==> src/rtl/bankcfg_pkg.sv <==
package bankcfg_pkg;
  localparam int unsigned ADDR_W  = 16;
  localparam int unsigned DATA_W  = 8;
  localparam int unsigned SER_LEN = 5;
  localparam int unsigned PRG_W   = 4;
  localparam int unsigned NREGS   = 4;
  localparam int unsigned ABORT_BIT = 7;

  typedef enum logic [1:0] {
    MIR_ONE_LOW  = 2'd0,
    MIR_ONE_HIGH = 2'd1,
    MIR_VERT     = 2'd2,
    MIR_HORZ     = 2'd3
  } mirror_e;

  typedef enum logic [1:0] {
    PRG_WIDE       = 2'd0,
    PRG_LOW_FIXED  = 2'd2,
    PRG_HIGH_FIXED = 2'd3
  } prg_mode_e;

  typedef enum logic [1:0] {
    SEL_CTRL = 2'd0,
    SEL_CHRL = 2'd1,
    SEL_CHRH = 2'd2,
    SEL_PRG  = 2'd3
  } target_e;
endpackage

==> src/rtl/serial_gather.sv <==
module serial_gather #(
  parameter int unsigned LEN = 5
) (
  input  logic           clk,
  input  logic           rst_n,
  input  logic           shift_en,
  input  logic           escape,
  input  logic           bit_in,
  output logic           commit,
  output logic [LEN-1:0] word
);
  localparam logic [LEN-1:0] EMPTY = {1'b1, {(LEN-1){1'b0}}};

  logic [LEN-1:0] sr_q;

  // Marker-bit shift: the marker reaches bit 0 after LEN-1 payload bits.
  assign word   = {bit_in, sr_q[LEN-1:1]};
  assign commit = shift_en && !escape && sr_q[0];

  always_ff @(posedge clk) begin
    if (!rst_n) begin
      sr_q <= EMPTY;
    end else if (shift_en) begin
      if (escape || sr_q[0]) sr_q <= EMPTY;
      else                   sr_q <= word;
    end
  end

  AST_MARKER_PRESENT: assert property (@(posedge clk) disable iff (!rst_n)
    sr_q != '0);
  AST_ESCAPE_EMPTIES: assert property (@(posedge clk) disable iff (!rst_n)
    (shift_en && escape) |=> (sr_q == EMPTY));
  AST_COMMIT_RESTARTS: assert property (@(posedge clk) disable iff (!rst_n)
    commit |=> (sr_q == EMPTY && !commit));
  AST_IDLE_HOLDS: assert property (@(posedge clk) disable iff (!rst_n)
    !shift_en |=> $stable(sr_q));
endmodule

==> src/rtl/cfg_file.sv <==
module cfg_file
  import bankcfg_pkg::*;
#(
  parameter int unsigned LEN = SER_LEN,
  parameter int unsigned NR  = NREGS
) (
  input  logic                  clk,
  input  logic                  rst_n,
  input  logic                  commit,
  input  logic [$clog2(NR)-1:0] sel,
  input  logic [LEN-1:0]        word,
  output logic [LEN-1:0]        ctrl_q,
  output logic [LEN-1:0]        chrl_q,
  output logic [LEN-1:0]        chrh_q,
  output logic [LEN-1:0]        prg_q
);
  logic [LEN-1:0] regs_q [NR];

  function automatic logic [LEN-1:0] rst_val(input int idx);
    logic [LEN-1:0] v;
    v = '0;
    if (idx == int'(SEL_CTRL)) v[3:2] = 2'b11;   // last bank fixed
    if (idx == int'(SEL_PRG))  v[LEN-1] = 1'b1;  // work RAM off
    return v;
  endfunction

  for (genvar i = 0; i < NR; i++) begin : g_reg
    always_ff @(posedge clk) begin
      if (!rst_n)                                   regs_q[i] <= rst_val(i);
      else if (commit && sel == ($clog2(NR))'(i))   regs_q[i] <= word;
    end

    AST_OTHER_KEEP: assert property (@(posedge clk) disable iff (!rst_n)
      (!commit || sel != ($clog2(NR))'(i)) |=> $stable(regs_q[i]));
    AST_TARGET_LOADS: assert property (@(posedge clk) disable iff (!rst_n)
      (commit && sel == ($clog2(NR))'(i)) |=> (regs_q[i] == $past(word)));
  end

  assign ctrl_q = regs_q[SEL_CTRL];
  assign chrl_q = regs_q[SEL_CHRL];
  assign chrh_q = regs_q[SEL_CHRH];
  assign prg_q  = regs_q[SEL_PRG];
endmodule

==> src/rtl/cfg_decode.sv <==
module cfg_decode
  import bankcfg_pkg::*;
#(
  parameter int unsigned LEN = SER_LEN,
  parameter int unsigned PW  = PRG_W
) (
  input  logic [LEN-1:0] ctrl_q,
  input  logic [LEN-1:0] prg_q,
  output logic [1:0]     mirror_mode,
  output logic [1:0]     prg_mode,
  output logic           chr_split,
  output logic [PW-1:0]  prg_bank,
  output logic           wram_en
);
  always_comb begin
    mirror_mode = ctrl_q[1:0];
    chr_split   = ctrl_q[4];
    unique case (ctrl_q[3:2])
      2'd2:    prg_mode = PRG_LOW_FIXED;
      2'd3:    prg_mode = PRG_HIGH_FIXED;
      default: prg_mode = PRG_WIDE;
    endcase
    prg_bank = prg_q[PW-1:0];
    wram_en  = !prg_q[LEN-1];
  end
endmodule

==> src/rtl/bank_cfg_serial.sv <==
module bank_cfg_serial
  import bankcfg_pkg::*;
(
  input  logic              clk,
  input  logic              rst_n,
  input  logic              wr_en,
  input  logic [ADDR_W-1:0] wr_addr,
  input  logic [DATA_W-1:0] wr_data,
  output logic [1:0]        mirror_mode,
  output logic [1:0]        prg_mode,
  output logic              chr_split,
  output logic [SER_LEN-1:0] chr_bank_lo,
  output logic [SER_LEN-1:0] chr_bank_hi,
  output logic [PRG_W-1:0]  prg_bank,
  output logic              wram_en
);
  localparam int unsigned SEL_W = $clog2(NREGS);

  logic               in_window;
  logic               commit;
  logic [SER_LEN-1:0] word;
  logic [SER_LEN-1:0] ctrl_q, prg_q;
  logic               unused_bits;

  assign in_window   = wr_en && wr_addr[ADDR_W-1];
  assign unused_bits = ^{wr_addr[ADDR_W-SEL_W-2:0], wr_data[ABORT_BIT-1:1]};

  serial_gather #(.LEN(SER_LEN)) u_gather (
    .clk      (clk),
    .rst_n    (rst_n),
    .shift_en (in_window),
    .escape   (wr_data[ABORT_BIT]),
    .bit_in   (wr_data[0]),
    .commit   (commit),
    .word     (word)
  );

  cfg_file #(.LEN(SER_LEN), .NR(NREGS)) u_file (
    .clk    (clk),
    .rst_n  (rst_n),
    .commit (commit),
    .sel    (wr_addr[ADDR_W-2 -: SEL_W]),
    .word   (word),
    .ctrl_q (ctrl_q),
    .chrl_q (chr_bank_lo),
    .chrh_q (chr_bank_hi),
    .prg_q  (prg_q)
  );

  cfg_decode #(.LEN(SER_LEN), .PW(PRG_W)) u_decode (
    .ctrl_q      (ctrl_q),
    .prg_q       (prg_q),
    .mirror_mode (mirror_mode),
    .prg_mode    (prg_mode),
    .chr_split   (chr_split),
    .prg_bank    (prg_bank),
    .wram_en     (wram_en)
  );

  AST_PRG_MODE_LEGAL: assert property (@(posedge clk) disable iff (!rst_n)
    prg_mode != 2'd1);
  AST_LOW_WRITE_QUIET: assert property (@(posedge clk) disable iff (!rst_n)
    (wr_en && !wr_addr[ADDR_W-1]) |=> ($stable(ctrl_q) && $stable(prg_q)));
endmodule

==> config.mk <==
export PLATFORM = sky130hd
export DESIGN_NAME = bank_cfg_serial
export DESIGN_NICKNAME = d
export VERILOG_FILES = /design/src/rtl/bankcfg_pkg.sv /design/src/rtl/serial_gather.sv /design/src/rtl/cfg_file.sv /design/src/rtl/cfg_decode.sv /design/src/rtl/bank_cfg_serial.sv
export SDC_FILE = /design/constraint.sdc
export NUM_CORES = 1
export LEC_CHECK = 0
export BUFFER_PORTS_ARGS = -buffer_cell sky130_fd_sc_hd__buf_2
export CAP_MARGIN = 20
export CORE_ASPECT_RATIO = 0.75
export CORE_MARGIN = 3
export CORE_UTILIZATION = 41
export CTS_CLUSTER_DIAMETER = 60
export DETAILED_ROUTE_END_ITERATION = 8
export PLACE_DENSITY = 0.75
export SLEW_MARGIN = 20
export SYNTH_ARGS = -nofsm -noshare
export SYNTH_HDL_FRONTEND = slang
export SYNTH_SLANG_ARGS = --single-unit
==> constraint.sdc <==
create_clock -name clk -period 1.7 [get_ports clk]
set_input_delay 0.17 -clock clk [delete_from_list [all_inputs] [get_ports clk]]
set_output_delay 0.17 -clock clk [all_outputs]
set_load 0.005 [all_outputs]
==> results of run 1 <==
==> layout by cell type, fill, tap and decap left out, drive strengths merged <==
cell type,Yosys,layout
nor3,14,14
o21ai,3,3
nand4b,2,2
nor2b,1,1
or4b,2,2
nand2b,3,3
nor4,3,3
edfxtp,20,20
buf,10,33
clkbuf,3,3
or4,1,1
nand4,3,3
or2,1,1
o22ai,3,3
o31ai,1,1
a2bb2oi,1,1
mux2i,1,1
nand4bb,1,1
dfxtp,5,5
nand2,8,8
inv,1,1
and2,2,2
clkinvlp,0,1
==> flip-flops by register name, summed over array words and instances (netlist names) <==
signal         count
u_file.regs_q     20
u_gather.sr_q      5
==> per-layer routing <==
layer	vias to the layer above	GRT usage (%)	part of all wire, %
met5	-	0	0
met4	0	4.138	1.1
met3	4	4.922	9.8
met2	35	19.66	47
met1	336	16.52	42
li1	379	-	-
==> worst max-delay path: stages (launching register included) <==
cell and delay (ns):
dfxtp_1 0.40, nand4b_2 0.17, buf_4 0.23, o21ai_0 0.18
buf_4 0.17
==> worst paths after layout <==
check                   startpoint                   to  cells after the start
hold reg to reg   u_gather.sr_q[2]     u_gather.sr_q[1]                      2
setup / recovery  u_gather.sr_q[0]  u_file.regs_q[3][4]                      4
setup reg to reg  u_gather.sr_q[0]  u_file.regs_q[3][4]                      4
hold / removal         wr_addr[15]     u_gather.sr_q[4]                      3
==> power groups by stage <==
stage	sequential [mW]	combinational [mW]	clock, mW
CTS	0.677	0.0804	0.270
finish	0.677	0.0801	0.267
detailed placement	0.691	0.0801	0
global route	0.679	0.0897	0.291
floorplan	0.693	0.0452	0
global placement	0.691	0.0779	0
==> layout make-up <==
cell class              instances  area, sq um
fillers                       241         1141
repair buffers                 33        180.2
clock buffers                   3        22.52
clock inverters                 1        7.507
multi-input cells              50        304.0
well taps                      34        42.54
flip-flops and latches         25        700.7
inverters                       1        3.754
==> kinds of logic (layout without fill, tap and decap cells) <==
group,Yosys count,after routing,share of synthesized area [%]
flip-flops,25,25,64.59
AND/OR/NAND/NOR,41,41,22.49
buffers and inverters,14,38,7.381
AO/OA/AOI/OAI,8,8,4.614
multiplexers,1,1,0.9228
==> stage by stage <==
step | hold slack (ns) | setup WS (ns)
global placement | 0.4626 | 0.3131
global route | 0.1413 | 0.1838
finish | 0.1474 | 0.2901
CTS | 0.1355 | 0.2860
floorplan | 0.3052 | 0.1517
detailed placement | 0.4781 | 0.2990
==> impl_metrics.yaml, run 1 <==
timing:
  fmax_ghz: 0.7093
  setup_viol_count_final: 0
  relSlewSlack_pct: 81.53
  setup_tns_ns: 0
  grt_setup_unrepaired: "no"
  period_needed_ns: 1.410
  slew_violations: 0
  hold_violations: 0
  fin_skew_ns: 0.004058
  worst_slew_pin_slew_ns: 0.2745
  period_share_pct: 82.94
outcome:
  status: "complete, no violations"
drt:
  drc_errors: 0
  drt_iter0_drc: 18
  drt-pass1-iter-count: 4
  totalWireLength_mm: 1.951
  detail-route-antenna-nets: 0
  routedWlPerCell_um: 13.27
  viasPerCell: 5.129
  vias: 754
grt:
  grt_pass1_wl_mm: 3.167
  grt_pass1_vias: 680
  grt-ovfl-total: 0
  grt_use_total_pct: 12.76
  grt_max_degree: 21
  antenna_found_initial: 0
yosys:
  synth_edf_count: 20
  synthCells: 89
  yosys-top-cells-area: "edfxtp_1 (55%), dfxtp_1 (9.2%), nor3_1 (6.5%), buf_4 (4.2%), nand2_1 (2.8%)"
  synth-async-reset-ratio_pct: 0
  ys_top_cells_by_count: "edfxtp_1 (20), nor3_1 (14), nand2_1 (8)"
  syn_avg_cell_area_sq_um: 12.19
  synth_largest_area_cell: "edfxtp_1"
  syn_nets: 116
  netlist_area_sq_mm: 0.001085
  yosysMostFrequentCell: "edfxtp_1"
  ys_seq_elements: 25
  synthDominantCellAreaShare_pct: 55.36
  yosysWarnings: 0
  ys.flop_type: "edfxtp_1"
  seq_area_frac_synth_pct: 64.59
  synth_cell_types: 24
power_and_ir_drop:
  pwr-share-comb_pct: 7.8
  ir_drop_mv: 0.5886
  finalPower_mw: 1.024
  powerDensity_mw_per_mm2: 811.8
  power.share.switching_pct: 22.28
  intPower_uw: 795.7
  clkPwrFrac_pct: 26.0
  p_seq_share_pct: 66.1
  p_leak_nw: 0.4704
  switchingPower_uw: 228.1
cts:
  clock_path_buffers: 2
  post_cts_buffers: 0
  cts_resized: 0
  numCtsBuffers: 3
  path_clk_slew_ns: 0.13
  clock_sinks: 25
  cts_max_level: 1
  clock_latency_ns: 0.32
  cts-root-buf: "clkbuf_4"
  cts_hold_buf: 0
  cts_tree: "done"
die:
  floorplan.die.width_um: 65.40
  start_util_pct: 45.16
  fp.dieArea_sq_mm: 0.003305
  core_sq_mm: 0.002402
  rows: 15
  die_h_um: 50.55
  ios: 47
placed_design:
  gp_congestion: 0.8632
  port-buffer-count: 27
  placed_cell_area_sq_mm: 0.001231
  place_inst: 143
  hpwl_mm: 1.488
setup_path:
  crit_type: "reg2reg"
  start_kind: "register"
  arrival_ns: 1.47
  r2r_setup_slack_ns: 0.29
  cp-end-kind: "register"
  cp_max_fo: 20
  required_ns: 1.76
cells_and_area:
  final_nets: 141
  syn_to_final_growth_pct: 16.26
  antennaDiodeCount: 0
  final_cells: 147
  layout-drive-gt1-share_pct: 34.51
  utilization_pct: 52.50
  design_area_sq_mm: 0.001261
hold_path:
  hold_path.class: "in2reg"
job:
  drv_cap: 0
No activity file was read; power rests on OpenSTA's default activity.
==> inputs of run 2 (changes only) <==
==> constraint.sdc (replaced) <==
create_clock -name clk -period 1.2 [get_ports clk]
set_input_delay 0.12 -clock clk [delete_from_list [all_inputs] [get_ports clk]]
set_output_delay 0.12 -clock clk [all_outputs]
set_load 0.005 [all_outputs]
==> run 2 against run 1 <==
The flow now finishes with violations (setup timing). Flip-flop and latch count unchanged. Worst setup slack got worse by 0.31 ns. Sequential share of layout area decreased by 5.2 points. Clock-buffer cell count unchanged. Via count increased by 1.2%. Critical path depth decreased by 2. Design area increased by 11%. Non-clock buffer count increased by 8. Global-route usage increased by 0.36 points. Core utilization increased by 5.6 points. Critical path type unchanged. Largest cell class unchanged. Highest routed layer unchanged.
==> impl_metrics.yaml, run 2 (same netlist as run 1, synthesis figures left out) <==
cts:
  path_clk_slew_ns: 0.13
  clock_path_buffers: 2
  clock_sinks: 25
  cts_max_level: 1
  post_cts_buffers: 0
  clock_latency_ns: 0.32
  cts_hold_buf: 0
  cts-root-buf: "clkbuf_4"
  numCtsBuffers: 3
  cts_tree: "done"
die:
  core_sq_mm: 0.002402
  ios: 47
  rows: 15
  fp.dieArea_sq_mm: 0.003305
  die_h_um: 50.55
  floorplan.die.width_um: 65.40
  start_util_pct: 45.16
cells_and_area:
  fillers: 240
  final_nets: 149
  antennaDiodeCount: 0
  largest_register_ffs: 20
  layout-drive-gt1-share_pct: 44.63
  final_common_cell: "buf_2"
  syn_to_final_growth_pct: 28.60
  mostFrequentLayoutCells: "buf_2 (27), edfxtp_1 (20), nor3_1 (14)"
  top_regs: "u_file.regs_q: 20 flops, u_gather.sr_q: 5 flops"
  largest_register: "u_file.regs_q"
timing:
  hold_violations: 0
  fmax_ghz: 0.8170
  grt_setup_unrepaired: "yes"
  period_needed_ns: 1.224
  period_share_pct: 102.0
  worst_slew_pin_slew_ns: 0.3143
  timing.final.ws_setup_ns: -0.02403
  setup_viol_count_final: 11
  slew_violations: 0
  setup_tns_ns: -0.1116
  fin_skew_ns: 0.007304
  relSlewSlack_pct: 79.05
power_and_ir_drop:
  ir_drop_mv: 0.6751
  p_leak_nw: 0.5218
  intPower_mw: 1.147
  pwr-share-comb_pct: 10.1
  switchingPower_uw: 333.6
  power.share.switching_pct: 22.52
  finalPower_mw: 1.481
  p_seq_share_pct: 64.8
  clkPwrFrac_pct: 25.2
  powerDensity_mw_per_mm2: 1062
grt:
  grt-ovfl-total: 0
  grt_max_degree: 21
  grt_pass1_vias: 719
  antenna_found_initial: 0
  grt_use_total_pct: 13.13
  grt_pass1_wl_mm: 3.332
drt:
  detail-route-antenna-nets: 0
  viasPerCell: 4.923
  routedWlPerCell_um: 12.66
  vias: 763
  drc_errors: 0
  drt-pass1-iter-count: 4
  totalWireLength_mm: 1.963
  drt_iter0_drc: 12
hold_path:
  hold_path.class: "in2reg"
setup_path:
  required_ns: 1.27
  cp_cell_sequence: "nand4b_4 -> or4b_1"
  slowest_delay_ns: 0.49
  cp-end-kind: "register"
  cp_max_fo: 5
  arrival_ns: 1.30
  worst_path_max_delay_cell: "or4b_1"
  crit_type: "reg2reg"
  start_kind: "register"
placed_design:
  hpwl_mm: 1.499
  gp_congestion: 0.8336
  port-buffer-count: 27
job:
  drv_cap: 0
outcome:
  status: "complete, but fails checks"
  violations: "setup timing"
-- run 2: changes by cell type in the layout (fill, tap and decap cells not counted), moves of 2 or more --
cell / before / now
buf_4: 6 / 12
buf_6: 0 / 2
dfxtp_1: 5 / 3
dfxtp_2: 0 / 2
o21ai_0: 3 / 0
o21ai_4: 0 / 3
-- run 2: worst paths after layout --
kind / end / startpoint / slack, ns / cells after the start
setup / recovery: u_file.regs_q[3][4] / u_gather.sr_q[0] / -0.02 / 2
hold / removal: u_file.regs_q[3][4] / wr_data[0] / 0.12 / 2
setup reg to reg: u_file.regs_q[3][4] / u_gather.sr_q[0] / -0.02 / 2
hold reg to reg: u_gather.sr_q[1] / u_gather.sr_q[2] / 0.49 / 2
-- run 2: area by class of cell --
| type | count | area (sq um) | area share (%) |
|---|---|---|---|
| Inverter | 1 | 3.754 | 0.2691 |
| Multi-Input combinational cell | 50 | 367.9 | 26.37 |
| Sequential cell | 25 | 703.2 | 50.40 |
| Timing Repair Buffer | 41 | 247.7 | 17.76 |
| Clock buffer | 3 | 22.52 | 1.614 |
| Tap cell | 34 | 42.54 | 3.049 |
| Clock inverter | 1 | 7.507 | 0.5381 |
-- run 2: power by group through the flow --
| stage | combinational (mW) | sequential (mW) | clock [mW] |
|---|---|---|---|
| after global placement | 0.135 | 0.978 | 0 |
| after CTS | 0.146 | 0.959 | 0.384 |
| after detailed placement | 0.139 | 0.979 | 0 |
| final | 0.149 | 0.959 | 0.373 |
| after floorplan | 0.0726 | 0.981 | 0 |
| after global routing | 0.163 | 0.963 | 0.418 |
-- run 2: worst max-delay path, delay by kind of cell, from the launching register on --
| family | cells | cell delay [ns] |
|---|---|---|
| simple gates | 2 | 0.61 |
| flops | 1 | 0.37 |
-- run 2: what timing repair did --
action                                  4_1_cts  5_1_grt
endpoints found under the setup margin       22       25
gates resized for setup                       5        2
pin swaps                                     6        0
-- run 2: per-stage QoR --
| step | instance area (sq um) | instances | utilization, % | setup slack [ns] | hold slack [ns] |
|---|---|---|---|---|---|
| 6_report | 1395 | 155 | 58.07 | -0.02403 | 0.1153 |
| 3_5_place_dp | 1326 | 151 | 55.21 | -0.09888 | 0.4464 |
| 2_1_floorplan | 1126 | 89 | - | -0.04191 | 0.2552 |
| 4_1_cts | 1386 | 155 | 57.71 | -0.04779 | 0.1095 |
| 3_3_place_gp | 1326 | 151 | 55.21 | -0.08497 | 0.4468 |
| 5_1_grt | 1395 | 155 | 58.07 | -0.09081 | 0.1065 |
-- run 2: metal layers --
layer	part of all wire [%]	up-vias	global-route usage, %
met5	0	-	0
met4	0.61	0	2.414
met3	5.9	2	4.251
met2	49	24	21.34
met1	45	343	17.31
li1	-	394	-
